[config.mk]
export PLATFORM = sky130hd
export DESIGN_NAME = perf_event_counter
export DESIGN_NICKNAME = d
export VERILOG_FILES = /design/src/rtl/perf_cnt_pkg.sv /design/src/rtl/event_sum.sv /design/src/rtl/qual_chain.sv /design/src/rtl/cnt_core.sv /design/src/rtl/perf_event_counter.sv
export SDC_FILE = /design/constraint.sdc
export NUM_CORES = 1
export LEC_CHECK = 0
export BUFFER_PORTS_ARGS = -buffer_cell sky130_fd_sc_hd__buf_2
export CORE_ASPECT_RATIO = 0.5
export CORE_MARGIN = 4
export CORE_UTILIZATION = 50
export DETAILED_ROUTE_END_ITERATION = 10
export HOLD_SLACK_MARGIN = 0.15
export PLACE_DENSITY = 0.74
export SYNTH_ARGS = -nofsm -noshare
export SYNTH_HDL_FRONTEND = slang
export SYNTH_HIERARCHICAL = 1
export SYNTH_SLANG_ARGS = --single-unit
[constraint.sdc]
create_clock -name clk_i -period 7.1 [get_ports clk_i]
set_input_delay 1.065 -clock clk_i [delete_from_list [all_inputs] [get_ports clk_i]]
set_output_delay 1.065 -clock clk_i [all_outputs]
set_load 0.1 [all_outputs]
[src/rtl/perf_cnt_pkg.sv]
package perf_cnt_pkg;
  localparam int UMASK_W = 8;
  localparam int CODE_W  = 8;
  localparam int THR_W   = 8;

  localparam int ADDR_CTRL = 0;
  localparam int ADDR_CNT  = 1;
  localparam int ADDR_STAT = 2;

  typedef struct packed {
    logic               enable;
    logic               irq_en;
    logic               usr_en;
    logic               os_en;
    logic               inv;
    logic               edge_en;
    logic [THR_W-1:0]   cmask;
    logic [UMASK_W-1:0] umask;
    logic [CODE_W-1:0]  evsel;
  } ctrl_t;

  localparam int CTRL_W = $bits(ctrl_t);
endpackage

[src/rtl/event_sum.sv]
module event_sum import perf_cnt_pkg::*; #(
  parameter int NUM_CODES = 4,
  localparam int SUM_W = $clog2(UMASK_W + 1)
) (
  input  logic [NUM_CODES*UMASK_W-1:0] ev_i,
  input  logic [CODE_W-1:0]            evsel_i,
  input  logic [UMASK_W-1:0]           umask_i,
  output logic [SUM_W-1:0]             sum_o
);
  localparam int IDX_W = (NUM_CODES > 1) ? $clog2(NUM_CODES) : 1;

  logic [UMASK_W-1:0] lane [NUM_CODES];
  logic [UMASK_W-1:0] picked;

  for (genvar g = 0; g < NUM_CODES; g++) begin : g_lane
    assign lane[g] = ev_i[g*UMASK_W +: UMASK_W];
  end

  always_comb begin
    picked = '0;
    for (int i = 0; i < NUM_CODES; i++)
      if (32'(evsel_i) == i) picked = lane[i];
  end

  logic [IDX_W-1:0] unused_idx;
  assign unused_idx = '0;

  always_comb begin
    sum_o = '0;
    for (int b = 0; b < UMASK_W; b++)
      sum_o = sum_o + SUM_W'(picked[b] & umask_i[b]);
  end

  always_comb begin
    assert_sum_bound_R2: assert (32'(sum_o) <= UMASK_W);
  end
endmodule

[src/rtl/qual_chain.sv]
module qual_chain import perf_cnt_pkg::*; #(
  localparam int SUM_W = $clog2(UMASK_W + 1)
) (
  input  logic             clk_i,
  input  logic             rst_ni,
  input  ctrl_t            ctrl_i,
  input  logic [SUM_W-1:0] sum_i,
  input  logic [1:0]       priv_i,
  input  logic             clr_i,
  output logic [SUM_W-1:0] inc_o
);
  logic priv_ok, above, hit, prev_q;

  always_comb begin
    if (!ctrl_i.os_en && !ctrl_i.usr_en) priv_ok = 1'b1;
    else if (priv_i == 2'd0)             priv_ok = ctrl_i.os_en;
    else                                 priv_ok = ctrl_i.usr_en;
    above = THR_W'(sum_i) >= ctrl_i.cmask;
    hit   = priv_ok && (ctrl_i.inv ? !above : above);
  end

  always_comb begin
    inc_o = '0;
    if (ctrl_i.enable) begin
      if (ctrl_i.cmask == '0)
        inc_o = priv_ok ? sum_i : '0;
      else if (ctrl_i.edge_en ? (hit && !prev_q) : hit)
        inc_o = SUM_W'(1);
    end
  end

  // previous-condition register for edge mode
  always_ff @(posedge clk_i or negedge rst_ni) begin
    if (!rst_ni)                         prev_q <= 1'b0;
    else if (clr_i || !ctrl_i.enable)    prev_q <= 1'b0;
    else                                 prev_q <= hit;
  end

  assert_thr_unit_R3: assert property (@(posedge clk_i) disable iff (!rst_ni)
    (ctrl_i.cmask != '0) |-> (inc_o <= SUM_W'(1)));

  assert_edge_once_R5: assert property (@(posedge clk_i) disable iff (!rst_ni)
    (ctrl_i.enable && ctrl_i.edge_en && ctrl_i.cmask != '0 && inc_o != '0 && !clr_i)
    |=> (inc_o == '0));

  assert_ring_filter_R6: assert property (@(posedge clk_i) disable iff (!rst_ni)
    (ctrl_i.os_en != ctrl_i.usr_en && ((priv_i == 2'd0) != ctrl_i.os_en)) |-> (inc_o == '0));
endmodule

[src/rtl/cnt_core.sv]
module cnt_core #(
  parameter int CNT_W = 48,
  parameter int INC_W = 4
) (
  input  logic             clk_i,
  input  logic             rst_ni,
  input  logic [INC_W-1:0] inc_i,
  input  logic             wr_i,
  input  logic [CNT_W-1:0] wdata_i,
  input  logic             irq_en_i,
  input  logic             stat_clr_i,
  output logic [CNT_W-1:0] cnt_o,
  output logic             ovf_o
);
  logic [CNT_W-1:0] cnt_q, nxt;
  logic             carry, ovf_q;

  assign {carry, nxt} = {1'b0, cnt_q} + (CNT_W+1)'(inc_i);

  always_ff @(posedge clk_i or negedge rst_ni) begin
    if (!rst_ni)   cnt_q <= '0;
    else if (wr_i) cnt_q <= wdata_i;
    else           cnt_q <= nxt;
  end

  always_ff @(posedge clk_i or negedge rst_ni) begin
    if (!rst_ni)                          ovf_q <= 1'b0;
    else if (!wr_i && carry && irq_en_i)  ovf_q <= 1'b1;
    else if (stat_clr_i)                  ovf_q <= 1'b0;
  end

  assign cnt_o = cnt_q;
  assign ovf_o = ovf_q;

  assert_wr_wins_R8: assert property (@(posedge clk_i) disable iff (!rst_ni)
    wr_i |=> (cnt_q == $past(wdata_i)));

  assert_ovf_sticky_R10: assert property (@(posedge clk_i) disable iff (!rst_ni)
    (ovf_q && !stat_clr_i) |=> ovf_q);

  assert_ovf_needs_en_R9: assert property (@(posedge clk_i) disable iff (!rst_ni)
    $rose(ovf_q) |-> $past(irq_en_i));
endmodule

[src/rtl/perf_event_counter.sv]
module perf_event_counter import perf_cnt_pkg::*; #(
  parameter int NUM_CODES = 4,
  parameter int CNT_W     = 48,
  parameter int DATA_W    = 48,
  parameter int ADDR_W    = 2
) (
  input  logic                         clk_i,
  input  logic                         rst_ni,
  input  logic [NUM_CODES*UMASK_W-1:0] ev_i,
  input  logic [1:0]                   priv_i,
  input  logic [ADDR_W-1:0]            addr_i,
  input  logic                         we_i,
  input  logic [DATA_W-1:0]            wdata_i,
  output logic [DATA_W-1:0]            rdata_o,
  output logic                         irq_o
);
  localparam int SUM_W = $clog2(UMASK_W + 1);

  ctrl_t             ctrl_q;
  logic [SUM_W-1:0]  sum, inc;
  logic [CNT_W-1:0]  cnt;
  logic              ovf;
  logic              ctrl_wr, cnt_wr, stat_clr;
  logic [DATA_W-1:0] rdata_q;

  assign ctrl_wr  = we_i && (addr_i == ADDR_W'(ADDR_CTRL));
  assign cnt_wr   = we_i && (addr_i == ADDR_W'(ADDR_CNT));
  assign stat_clr = we_i && (addr_i == ADDR_W'(ADDR_STAT)) && wdata_i[0];

  always_ff @(posedge clk_i or negedge rst_ni) begin
    if (!rst_ni)      ctrl_q <= '0;
    else if (ctrl_wr) ctrl_q <= ctrl_t'(wdata_i[CTRL_W-1:0]);
  end

  event_sum #(.NUM_CODES(NUM_CODES)) u_sum (
    .ev_i    (ev_i),
    .evsel_i (ctrl_q.evsel),
    .umask_i (ctrl_q.umask),
    .sum_o   (sum)
  );

  qual_chain u_qual (
    .clk_i  (clk_i),
    .rst_ni (rst_ni),
    .ctrl_i (ctrl_q),
    .sum_i  (sum),
    .priv_i (priv_i),
    .clr_i  (ctrl_wr),
    .inc_o  (inc)
  );

  cnt_core #(.CNT_W(CNT_W), .INC_W(SUM_W)) u_core (
    .clk_i      (clk_i),
    .rst_ni     (rst_ni),
    .inc_i      (inc),
    .wr_i       (cnt_wr),
    .wdata_i    (wdata_i[CNT_W-1:0]),
    .irq_en_i   (ctrl_q.irq_en),
    .stat_clr_i (stat_clr),
    .cnt_o      (cnt),
    .ovf_o      (ovf)
  );

  always_ff @(posedge clk_i or negedge rst_ni) begin
    if (!rst_ni) rdata_q <= '0;
    else begin
      case (32'(addr_i))
        ADDR_CTRL: rdata_q <= DATA_W'(ctrl_q);
        ADDR_CNT:  rdata_q <= DATA_W'(cnt);
        ADDR_STAT: rdata_q <= DATA_W'(ovf);
        default:   rdata_q <= '0;
      endcase
    end
  end

  assign rdata_o = rdata_q;
  assign irq_o   = ovf;

  assert_hold_off_R7: assert property (@(posedge clk_i) disable iff (!rst_ni)
    (!ctrl_q.enable && !cnt_wr) |=> $stable(cnt));

  assert_irq_follows_stat_R9: assert property (@(posedge clk_i) disable iff (!rst_ni)
    (addr_i == ADDR_W'(ADDR_STAT)) |=> (rdata_o[0] == $past(irq_o)));
endmodule

==> impl_metrics.py, run 1 <==
metrics = {
    "drt": {
        "drtPass1Iterations": 7,
        "vias": 5270,
        "viasPerCell": 5.63,
        "drc_errors": 0,
        "avgRoutedWirePerCell_um": 18.1,
        "antenna_left": 0,
        "drtIter0Drc": 491,
        "routed_wl_mm": 17.0,
    },
    "timing": {
        "finalCritPeriodShare_pct": 95.6,
        "min_period_ns": 6.79,
        "final.setup_skew_ns": 0.0104,
        "finalMaxSlewViolations": 0,
        "fin_worst_hold_slack_ns": 0.520,
        "fmax_ghz": 0.147,
        "tightest_slew_ns": 1.10,
        "slew_headroom_pct": 26.8,
        "rsz0062_at_grt": "no",
        "final-hold-violation-count": 0,
        "setup_violations": 0,
    },
    "cells_and_area": {
        "final_cell_mix": "buf_2 (134), dfrtp_1 (128), nand2_1 (55)",
        "instances_no_fill": 936,
        "nets": 856,
        "layout_commonest_cell": "buf_2",
        "area_growth_pct": 24.2,
        "n_fill_cell": 1004,
        "final_core_util_pct": 64.1,
        "antenna_cells": 0,
        "drive_gt1_share_pct": 31.7,
    },
    "worst_setup_path": {
        "crit_start": "ev_i[15]",
        "worstSetupPathType": "in2reg",
        "worstPathRequired_ns": 7.39,
        "worstPathArrival_ns": 7.08,
        "end_kind": "flop",
        "cp_max_fo": 6,
        "cp-start-kind": "primary input",
        "reg2reg_from": "ctrl_q[0]$_DFFE_PN0P_",
    },
    "synth": {
        "synthTopCellsByArea": "dfrtp_1 (49%), mux2_2 (5.5%), mux2i_1 (5.0%)",
        "synth_cell_types": 57,
        "yosysWarnings": 6,
        "synth-seq-cells": 128,
        "async_flop_share_pct": 100,
        "yosysTopAreaCellShare_pct": 48.6,
        "ys_seq_area_share_pct": 48.6,
        "synth_nets": 713,
        "yosys_most_used_dff": "dfrtp_1",
        "synth-edff-count": 0,
        "synthCells": 610,
        "synth_top_area_cell": "dfrtp_1",
        "syn_avg_cell_area_sq_um": 10.8,
        "synthesis.area_sq_mm": 0.00659,
    },
    "place": {
        "globalplace.congestion": 0.922,
        "dp_cells": 903,
        "io_buffer_count": 135,
        "place_hpwl_mm": 11.8,
    },
    "global_route": {
        "grt_pass1_wl_mm": 26.9,
        "grt_max_degree": 69,
        "grt_pass1_vias": 5288,
        "antenna_found_initial": 1,
        "grt-ovfl-total": 0,
        "gr-usage-all-layers_pct": 22.9,
    },
    "cts": {
        "cts-root-buf": "clkbuf_16",
        "clk_latency_ns": 0.41,
        "cts_buffers": 17,
        "clkSinkCount": 128,
        "path_clk_slew_ns": 0.05,
        "ctsHoldBuffers": 0,
        "cts_max_level": 4,
        "clockBufferDepth": 2,
        "cts_tree": "built",
    },
    "floorplan": {
        "coreArea_sq_mm": 0.0128,
        "io_pins": 136,
        "die_w_um": 170,
        "initial_core_util_pct": 51.6,
        "die-area_sq_mm": 0.0152,
        "rows": 29,
        "die_y_um": 89.2,
    },
    "pwr": {
        "power.density_mw_per_mm2": 305,
        "ir_drop_mv": 0.175,
        "p_leak_nw": 3.80,
        "finalPower_mw": 2.49,
    },
    "outcome": {
        "outcome": "complete, no violations",
    },
    "worst_hold_path": {
        "hold_path_class": "reg2reg",
        "min-delay-start": "ctrl_q[24]$_DFFE_PN0P_",
    },
    "job": {
        "maxCapViolCount": 0,
    },
}
==> area by class of cell <==
type                            count  area [sq um]  share of cell area (%)
Multi-Input combinational cell    433          3210                    39.3
Inverter                           19          71.3                   0.872
Timing Repair Buffer              154           833                    10.2
Sequential cell                   128          3200                    39.1
Clock inverter                      9           153                    1.87
Clock buffer                       23           498                    6.09
Tap cell                          170           213                    2.60
==> cell usage after synthesis, drive strengths merged (8+ instances only) <==
library cell,instances
dfrtp,128
nand4,23
nor4,11
nor2,51
a31oi,10
nor3,11
and3,11
clkbuf,19
buf,11
nand2,55
xor2,15
inv,19
or3,10
mux2i,33
nand3,15
and2,20
o21ai,42
ha,11
mux2,33
mux4,8
xnor2,21
==> path summary, 6_finish.rpt <==
kind | depth (start not counted) | slack, ns | endpoint
setup / recovery | 25 | 0.31 | u_core/cnt_o[26]$_DFF_PN0_
hold / removal | 1 | 0.52 | ctrl_q[24]$_DFFE_PN0P_
setup reg to reg | 24 | 0.39 | u_core/cnt_o[26]$_DFF_PN0_
hold reg to reg | 1 | 0.52 | ctrl_q[24]$_DFFE_PN0P_
max in group asynchronous | 2 | 5.04 | u_core/cnt_o[40]$_DFF_PN0_
min in group asynchronous | 1 | 0.77 | ctrl_q[18]$_DFFE_PN0P_
==> registers in the layout (all words and copies together) (netlist names) <==
name,count
ctrl_q,30
rdata_o,48
u_core/cnt_o,48
u_core/ovf_o,1
u_qual/prev_q,1
==> per-stage QoR <==
stage	setup TNS (ns)	instance area, sq um	worst slack, ns
after global routing	0	8180	0.0336
after detailed placement	-4.26	7470	-0.505
after CTS	0	8130	0.0586
final	0	8180	0.313
after global placement	-0.345	7470	-0.171
after floorplan	0	6590	0.170
==> logic make-up (layout without fill, tap and decap cells) <==
logic type / count (synthesis) / after routing / share of synthesized area, %
AND/OR/NAND/NOR: 235 / 235 / 19.5
XOR/XNOR: 36 / 36 / 4.79
AO/OA/AOI/OAI: 72 / 72 / 6.40
multiplexers: 74 / 74 / 13.7
buffers and inverters: 49 / 205 / 3.38
adder cells (fa/ha/maj): 16 / 16 / 3.61
flip-flops: 128 / 128 / 48.6
==> worst max-delay path, cell delays in order <==
cell and delay [ns]:
buf_2 0.09, mux4_1 0.49, nand4_1 0.13, fa_1 0.45
fa_1 0.54, inv_1 0.06, fa_1 0.54, ha_1 0.17
inv_1 0.06, fa_1 0.40, xnor2_2 0.16, ha_1 0.29
a31oi_1 0.18, and2b_2 0.25, o31ai_4 0.20, mux2i_1 0.21
o21ai_1 0.09, ha_2 0.22, fa_2 0.37, a211oi_4 0.31
or3_4 0.21, buf_12 0.12, nor3_1 0.06, xnor2_1 0.15
o21ai_0 0.26
==> where the power goes <==
group          internal, mW  total (mW)  switching, mW
clock network         0.634       0.950          0.317
registers             0.844       0.957          0.113
logic                 0.186       0.585          0.400
total                  1.66        2.49          0.829
==> routing by layer <==
layer	global-route usage (%)	up-vias	part of all wire [%]
li1	-	2456	-
met1	31.5	2589	45
met2	36.9	210	46
met3	5.87	13	8.6
met4	5.87	2	0.71
met5	0	-	0.077
==> timing repair <==
| item | CTS | global route |
|---|---|---|
| pin swaps | 1 | 4 |
| endpoints found under the setup margin | 1 | 22 |
| setup buffers | 0 | 1 |
| resized for setup | 1 | 8 |
Note: power is estimated with default switching activity, not from simulation.
==> run 2: changes to the inputs <==
--- a/config.mk
+++ b/config.mk
@@ -5,13 +5,13 @@
 export SDC_FILE = /design/constraint.sdc
 export NUM_CORES = 1
 export LEC_CHECK = 0
-export BUFFER_PORTS_ARGS = -buffer_cell sky130_fd_sc_hd__buf_2
-export CORE_ASPECT_RATIO = 0.5
 export CORE_MARGIN = 4
 export CORE_UTILIZATION = 50
+export CTS_BUF_LIST = sky130_fd_sc_hd__clkbuf_8
 export DETAILED_ROUTE_END_ITERATION = 10
+export DONT_BUFFER_PORTS = 1
 export HOLD_SLACK_MARGIN = 0.15
-export PLACE_DENSITY = 0.74
+export PLACE_DENSITY = 0.65
 export SYNTH_ARGS = -nofsm -noshare
 export SYNTH_HDL_FRONTEND = slang
 export SYNTH_HIERARCHICAL = 1
==> impl_metrics.py, run 2 (synthesis results as in run 1) <==
metrics = {
    "outcome": {
        "outcome": "complete, no violations",
    },
    "cells_and_area": {
        "multi_input_area_sq_mm": 0.00316,
        "instances_no_fill": 797,
        "n_fill_cell": 1110,
        "drive_gt1_share_pct": 15.2,
        "area_growth_pct": 9.44,
        "final_cell_mix": "dfrtp_1 (127), nand2_1 (55), nor2_1 (51)",
        "final-seq-area_sq_mm": 0.00320,
        "layout_commonest_cell": "dfrtp_1",
        "antenna_cells": 0,
        "nets": 715,
    },
    "cts": {
        "clkSinkCount": 128,
        "clockBufferDepth": 2,
        "cts_tree": "built",
        "clk_latency_ns": 0.45,
        "cts_buffers": 17,
        "cts_max_level": 4,
        "path_clk_slew_ns": 0.08,
        "cts-root-buf": "clkbuf_8",
    },
    "worst_hold_path": {
        "hold_path_class": "in2async",
    },
    "worst_setup_path": {
        "cp_max_fo": 4,
        "end_kind": "flop",
        "worstSetupPathType": "in2reg",
        "worstPathArrival_ns": 7.17,
        "cp-start-kind": "primary input",
        "worstPathRequired_ns": 7.39,
    },
    "drt": {
        "drtPass1Iterations": 4,
        "avgRoutedWirePerCell_um": 19.4,
        "antenna_left": 0,
        "drc_errors": 0,
        "drtIter0Drc": 365,
        "viasPerCell": 5.91,
        "routed_wl_mm": 15.5,
        "vias": 4714,
    },
    "place": {
        "dp_cells": 763,
        "pre_cts_ws_ns": -0.265,
        "place_hpwl_mm": 10.9,
        "io_buffer_count": 0,
        "globalplace.congestion": 0.868,
    },
    "timing": {
        "setup_violations": 0,
        "fmax_ghz": 0.145,
        "tightest_slew_ns": 0.965,
        "finalMaxSlewViolations": 0,
        "final-hold-violation-count": 0,
        "finalCritPeriodShare_pct": 96.9,
        "fin_worst_hold_slack_ns": 0.309,
        "slew_headroom_pct": 35.6,
        "finalWorstSetupSlack_ns": 0.223,
        "rsz0062_at_grt": "no",
        "min_period_ns": 6.88,
        "final.setup_skew_ns": 0.0141,
    },
    "floorplan": {
        "die-area_sq_mm": 0.0151,
        "die_y_um": 123,
        "die_w_um": 123,
        "initial_core_util_pct": 51.6,
        "io_pins": 136,
        "coreArea_sq_mm": 0.0128,
        "rows": 41,
    },
    "pwr": {
        "ir_drop_mv": 0.131,
        "power.density_mw_per_mm2": 298,
        "p_leak_nw": 3.09,
    },
    "global_route": {
        "grt_max_degree": 129,
        "grt_pass1_wl_mm": 25.0,
        "antenna_found_initial": 0,
        "grt_pass1_vias": 4758,
        "grt-ovfl-total": 0,
        "gr-usage-all-layers_pct": 21.7,
    },
    "job": {
        "maxCapViolCount": 0,
    },
}
run 2: layout make-up:
type                       instances  area share [%]
sequential                       128            44.5
multi-input combinational        433            43.9
clock buffer                      18            3.44
tap                              172            2.99
clock inverter                    14            2.74
timing repair buffer              13            1.53
inverter                          19           0.989
run 2: metal layers:
| layer | track usage [%] | wire, um | up-vias | part of all wire, % |
|---|---|---|---|---|
| met5 | 0 | 0 | - | 0 |
| met2 | 32.8 | 7130 | 174 | 46 |
| met3 | 6.73 | 1270 | 26 | 8.2 |
| met1 | 29.4 | 6730 | 2338 | 44 |
| li1 | - | - | 2176 | - |
| met4 | 8.40 | 331 | 0 | 2.1 |
run 2: path summary, 6_finish.rpt:
| check | startpoint | to | slack [ns] | cells after the start |
|---|---|---|---|---|
| min in group clk_i | u_core/cnt_o[30]$_DFF_PN0_ | rdata_o[30]$_DFF_PN0_ | 0.52 | 1 |
| worst min-delay path | rst_ni | u_core/cnt_o[20]$_DFF_PN0_ | 0.31 | 0 |
| worst min register to register | u_core/cnt_o[30]$_DFF_PN0_ | rdata_o[30]$_DFF_PN0_ | 0.52 | 1 |
| worst max register to register | ctrl_q[0]$_DFFE_PN0P_ | u_core/cnt_o[36]$_DFF_PN0_ | 0.27 | 24 |
| worst max-delay path | ev_i[15] | u_core/cnt_o[36]$_DFF_PN0_ | 0.22 | 24 |
| max in group asynchronous | rst_ni | rdata_o[10]$_DFF_PN0_ | 6.66 | 0 |
run 2: metrics by stage:
| step | util [%] | total power [mW] | TNS (ns) | cell area [sq um] |
|---|---|---|---|---|
| 6_report | 56.4 | 2.15 | 0 | 7210 |
| 5_1_grt | 56.4 | 2.25 | 0 | 7210 |
| 4_1_cts | 56.3 | 2.16 | 0 | 7190 |
| 3_5_place_dp | 52.8 | 1.46 | -1.98 | 6750 |
| 3_3_place_gp | 52.8 | 1.44 | -0.00216 | 6750 |
| 2_1_floorplan | - | 1.38 | 0 | 6590 |
run 2: power by group:
part	leakage, nW	internal [mW]	switching (mW)
clock	0.236	0.421	0.287
combinational	1.27	0.145	0.119
sequential	1.59	0.839	0.340
total	3.09	1.40	0.746
run 2: critical path: stages:
cell      delay [ns]
mux4_1          0.48
nand4_1         0.13
fa_1            0.45
fa_1            0.55
inv_1           0.06
fa_1            0.53
ha_1            0.17
inv_1           0.05
fa_1            0.38
xnor2_1         0.25
ha_1            0.30
a31oi_1         0.15
and2b_2         0.23
o31ai_2         0.25
mux2i_1         0.22
o21ai_1         0.09
ha_1            0.24
fa_1            0.39
a211oi_1        0.42
nor3_2          0.14
buf_4           0.17
nand4_1         0.21
or3_1           0.15
a31oi_1         0.08
run 2: timing repair:
| action | in CTS | in global routing |
|---|---|---|
| resized for setup | 0 | 1 |
| hold buffers | 0 | 0 |
| buffers inserted | 0 | 2 |
| setup endpoints to repair | 0 | 14 |
==> run 3: changes to the inputs <==
--- a/config.mk
+++ b/config.mk
@@ -5,13 +5,15 @@
 export SDC_FILE = /design/constraint.sdc
 export NUM_CORES = 1
 export LEC_CHECK = 0
+export CELL_PAD_IN_SITES_DETAIL_PLACEMENT = 0
+export CELL_PAD_IN_SITES_GLOBAL_PLACEMENT = 1
 export CORE_MARGIN = 4
 export CORE_UTILIZATION = 50
 export CTS_BUF_LIST = sky130_fd_sc_hd__clkbuf_8
 export DETAILED_ROUTE_END_ITERATION = 10
 export DONT_BUFFER_PORTS = 1
 export HOLD_SLACK_MARGIN = 0.15
-export PLACE_DENSITY = 0.65
+export PLACE_DENSITY = 0.8
 export SYNTH_ARGS = -nofsm -noshare
 export SYNTH_HDL_FRONTEND = slang
 export SYNTH_HIERARCHICAL = 1
==> impl_metrics.py, run 3 (synthesis results as in run 1) <==
metrics = {
    "pwr": {
        "p_clk_share_pct": 32.0,
        "finalPower_mw": 2.13,
        "p_int_mw": 1.38,
        "pwr-share-seq_pct": 55.2,
        "p_sw_share_pct": 35.5,
        "p_leak_nw": 3.05,
        "switchingPower_mw": 0.759,
        "p_comb_share_pct": 12.8,
        "ir_drop_mv": 0.170,
        "power.density_mw_per_mm2": 297,
    },
    "timing": {
        "slew_headroom_pct": 35.2,
        "fmax_ghz": 0.148,
        "fin_worst_hold_slack_ns": 0.303,
        "tightest_slew_ns": 0.972,
        "final-hold-violation-count": 0,
        "finalMaxSlewViolations": 0,
        "setup_violations": 0,
        "final.setup_skew_ns": 0.00823,
        "finalCritPeriodShare_pct": 95.4,
        "rsz0062_at_grt": "no",
        "min_period_ns": 6.78,
    },
    "global_route": {
        "antenna_found_initial": 0,
        "grt_pass1_wl_mm": 25.3,
        "grt-ovfl-total": 0,
        "gr-usage-all-layers_pct": 22.0,
        "grt_max_degree": 129,
        "grt_pass1_vias": 4781,
    },
    "floorplan": {
        "die-area_sq_mm": 0.0151,
        "coreArea_sq_mm": 0.0128,
        "die_w_um": 123,
        "rows": 41,
        "initial_core_util_pct": 51.6,
        "io_pins": 136,
        "die_y_um": 123,
    },
    "cells_and_area": {
        "nets": 712,
        "area_growth_pct": 9.04,
        "antenna_cells": 0,
        "instances_no_fill": 794,
        "drive_gt1_share_pct": 15.6,
        "fin_area_sq_mm": 0.00718,
        "layout_commonest_cell": "dfrtp_1",
        "final_cell_mix": "dfrtp_1 (127), nand2_1 (55), nor2_1 (51)",
        "final_core_util_pct": 56.2,
    },
    "cts": {
        "cts_resized": 0,
        "clockBufferDepth": 2,
        "path_clk_slew_ns": 0.07,
        "clk_latency_ns": 0.45,
        "ctsHoldBuffers": 0,
        "clkSinkCount": 128,
        "cts_buffers": 17,
        "cts_tree": "built",
        "cts_max_level": 4,
        "cts-root-buf": "clkbuf_8",
        "post_cts_buffers": 0,
    },
    "worst_setup_path": {
        "cp_cell_sequence": "mux4_1 -> nand4_1 -> fa_1 -> fa_1 -> inv_1 -> fa_1 -> ha_1 -> inv_1 -> fa_1 -> xnor2_1 -> ha_1 -> a31oi_1 -> and2b_2 -> o31ai_2 -> mux2i_1 -> o21ai_1 -> ha_1 -> fa_1 -> a211oi_2 -> nor3_4 -> nand3_1 -> or4_1 -> a31oi_1",
        "path_buf_inv": 2,
        "end_kind": "flop",
        "reg2reg_slack_ns": 0.35,
        "reg2reg_from": "ctrl_q[0]$_DFFE_PN0P_",
        "cp_max_fo": 8,
        "worstSetupPathType": "in2reg",
        "worstPathRequired_ns": 7.48,
        "cpLargestDelayFamily": "adder cells",
        "reg2reg_depth": 23,
        "timing.rr.end": "u_core/cnt_o[38]$_DFF_PN0_",
        "worstPathArrival_ns": 7.15,
        "crit_top_cell": "fa_1",
        "cp_slowest_stage_delay_ns": 0.55,
        "worst-path-stages": 23,
        "cp-start-kind": "primary input",
        "cp_slowest_cell": "fa_1",
    },
    "drt": {
        "antenna_left": 0,
        "avgRoutedWirePerCell_um": 19.9,
        "viasPerCell": 5.93,
        "vias": 4705,
        "drtPass1Iterations": 4,
        "drtIter0Drc": 410,
        "drc_errors": 0,
        "routed_wl_mm": 15.8,
    },
    "job": {
        "maxCapViolCount": 0,
    },
    "place": {
        "placed_area_sq_mm": 0.00673,
        "dp_cells": 762,
        "place_hpwl_mm": 11.1,
        "io_buffer_count": 0,
        "globalplace.congestion": 0.877,
    },
    "outcome": {
        "outcome": "complete, no violations",
    },
    "worst_hold_path": {
        "hold_path_class": "in2async",
    },
}
-- run 3: stage by stage --
| step | setup WS [ns] | setup TNS [ns] |
|---|---|---|
| after global placement | 0.0342 | 0 |
| after CTS | 0.0372 | 0 |
| after global routing | 0.000771 | 0 |
| final | 0.324 | 0 |
| after detailed placement | -0.268 | -2.02 |
| after floorplan | 0.170 | 0 |
-- run 3: power groups by stage --
stage	clock network (mW)	logic, mW	registers (mW)
after floorplan	0	0.230	1.15
after global placement	0	0.260	1.19
after detailed placement	0	0.268	1.19
after CTS	0.698	0.270	1.18
after global routing	0.733	0.305	1.20
final	0.683	0.273	1.18
-- run 3: how the worst max path moves through the flow --
| stage | startpoint | to | slack, ns |
|---|---|---|---|
| global route | ctrl_q[0]$_DFFE_PN0P_ | u_core/cnt_o[38]$_DFF_PN0_ | 0.0008 |
| finish | ev_i[15] | u_core/cnt_o[38]$_DFF_PN0_ | 0.32 |
| detailed placement | ev_i[15] | u_core/cnt_o[38]$_DFF_PN0_ | -0.27 |
| global placement | ev_i[15] | u_core/cnt_o[26]$_DFF_PN0_ | 0.03 |
| floorplan | ev_i[15] | u_core/cnt_o[28]$_DFF_PN0_ | 0.17 |
| CTS | ctrl_q[0]$_DFFE_PN0P_ | u_core/cnt_o[38]$_DFF_PN0_ | 0.04 |
-- run 3: cell type report --
cell class | instances | area (sq um)
clock buffers | 18 | 248
flip-flops and latches | 128 | 3200
multi-input cells | 433 | 3180
inverters | 19 | 71.3
repair buffers | 10 | 75.1
clock inverters | 14 | 190
well taps | 172 | 215
fillers | 1105 | 5590
-- run 3: per-layer routing --
metal	vias up	routed length, um	GRT usage [%]
met2	166	7460	34.9
met3	18	1260	6.22
li1	2171	-	-
met1	2350	6870	29.8
met5	-	0	0
met4	0	211	6.09
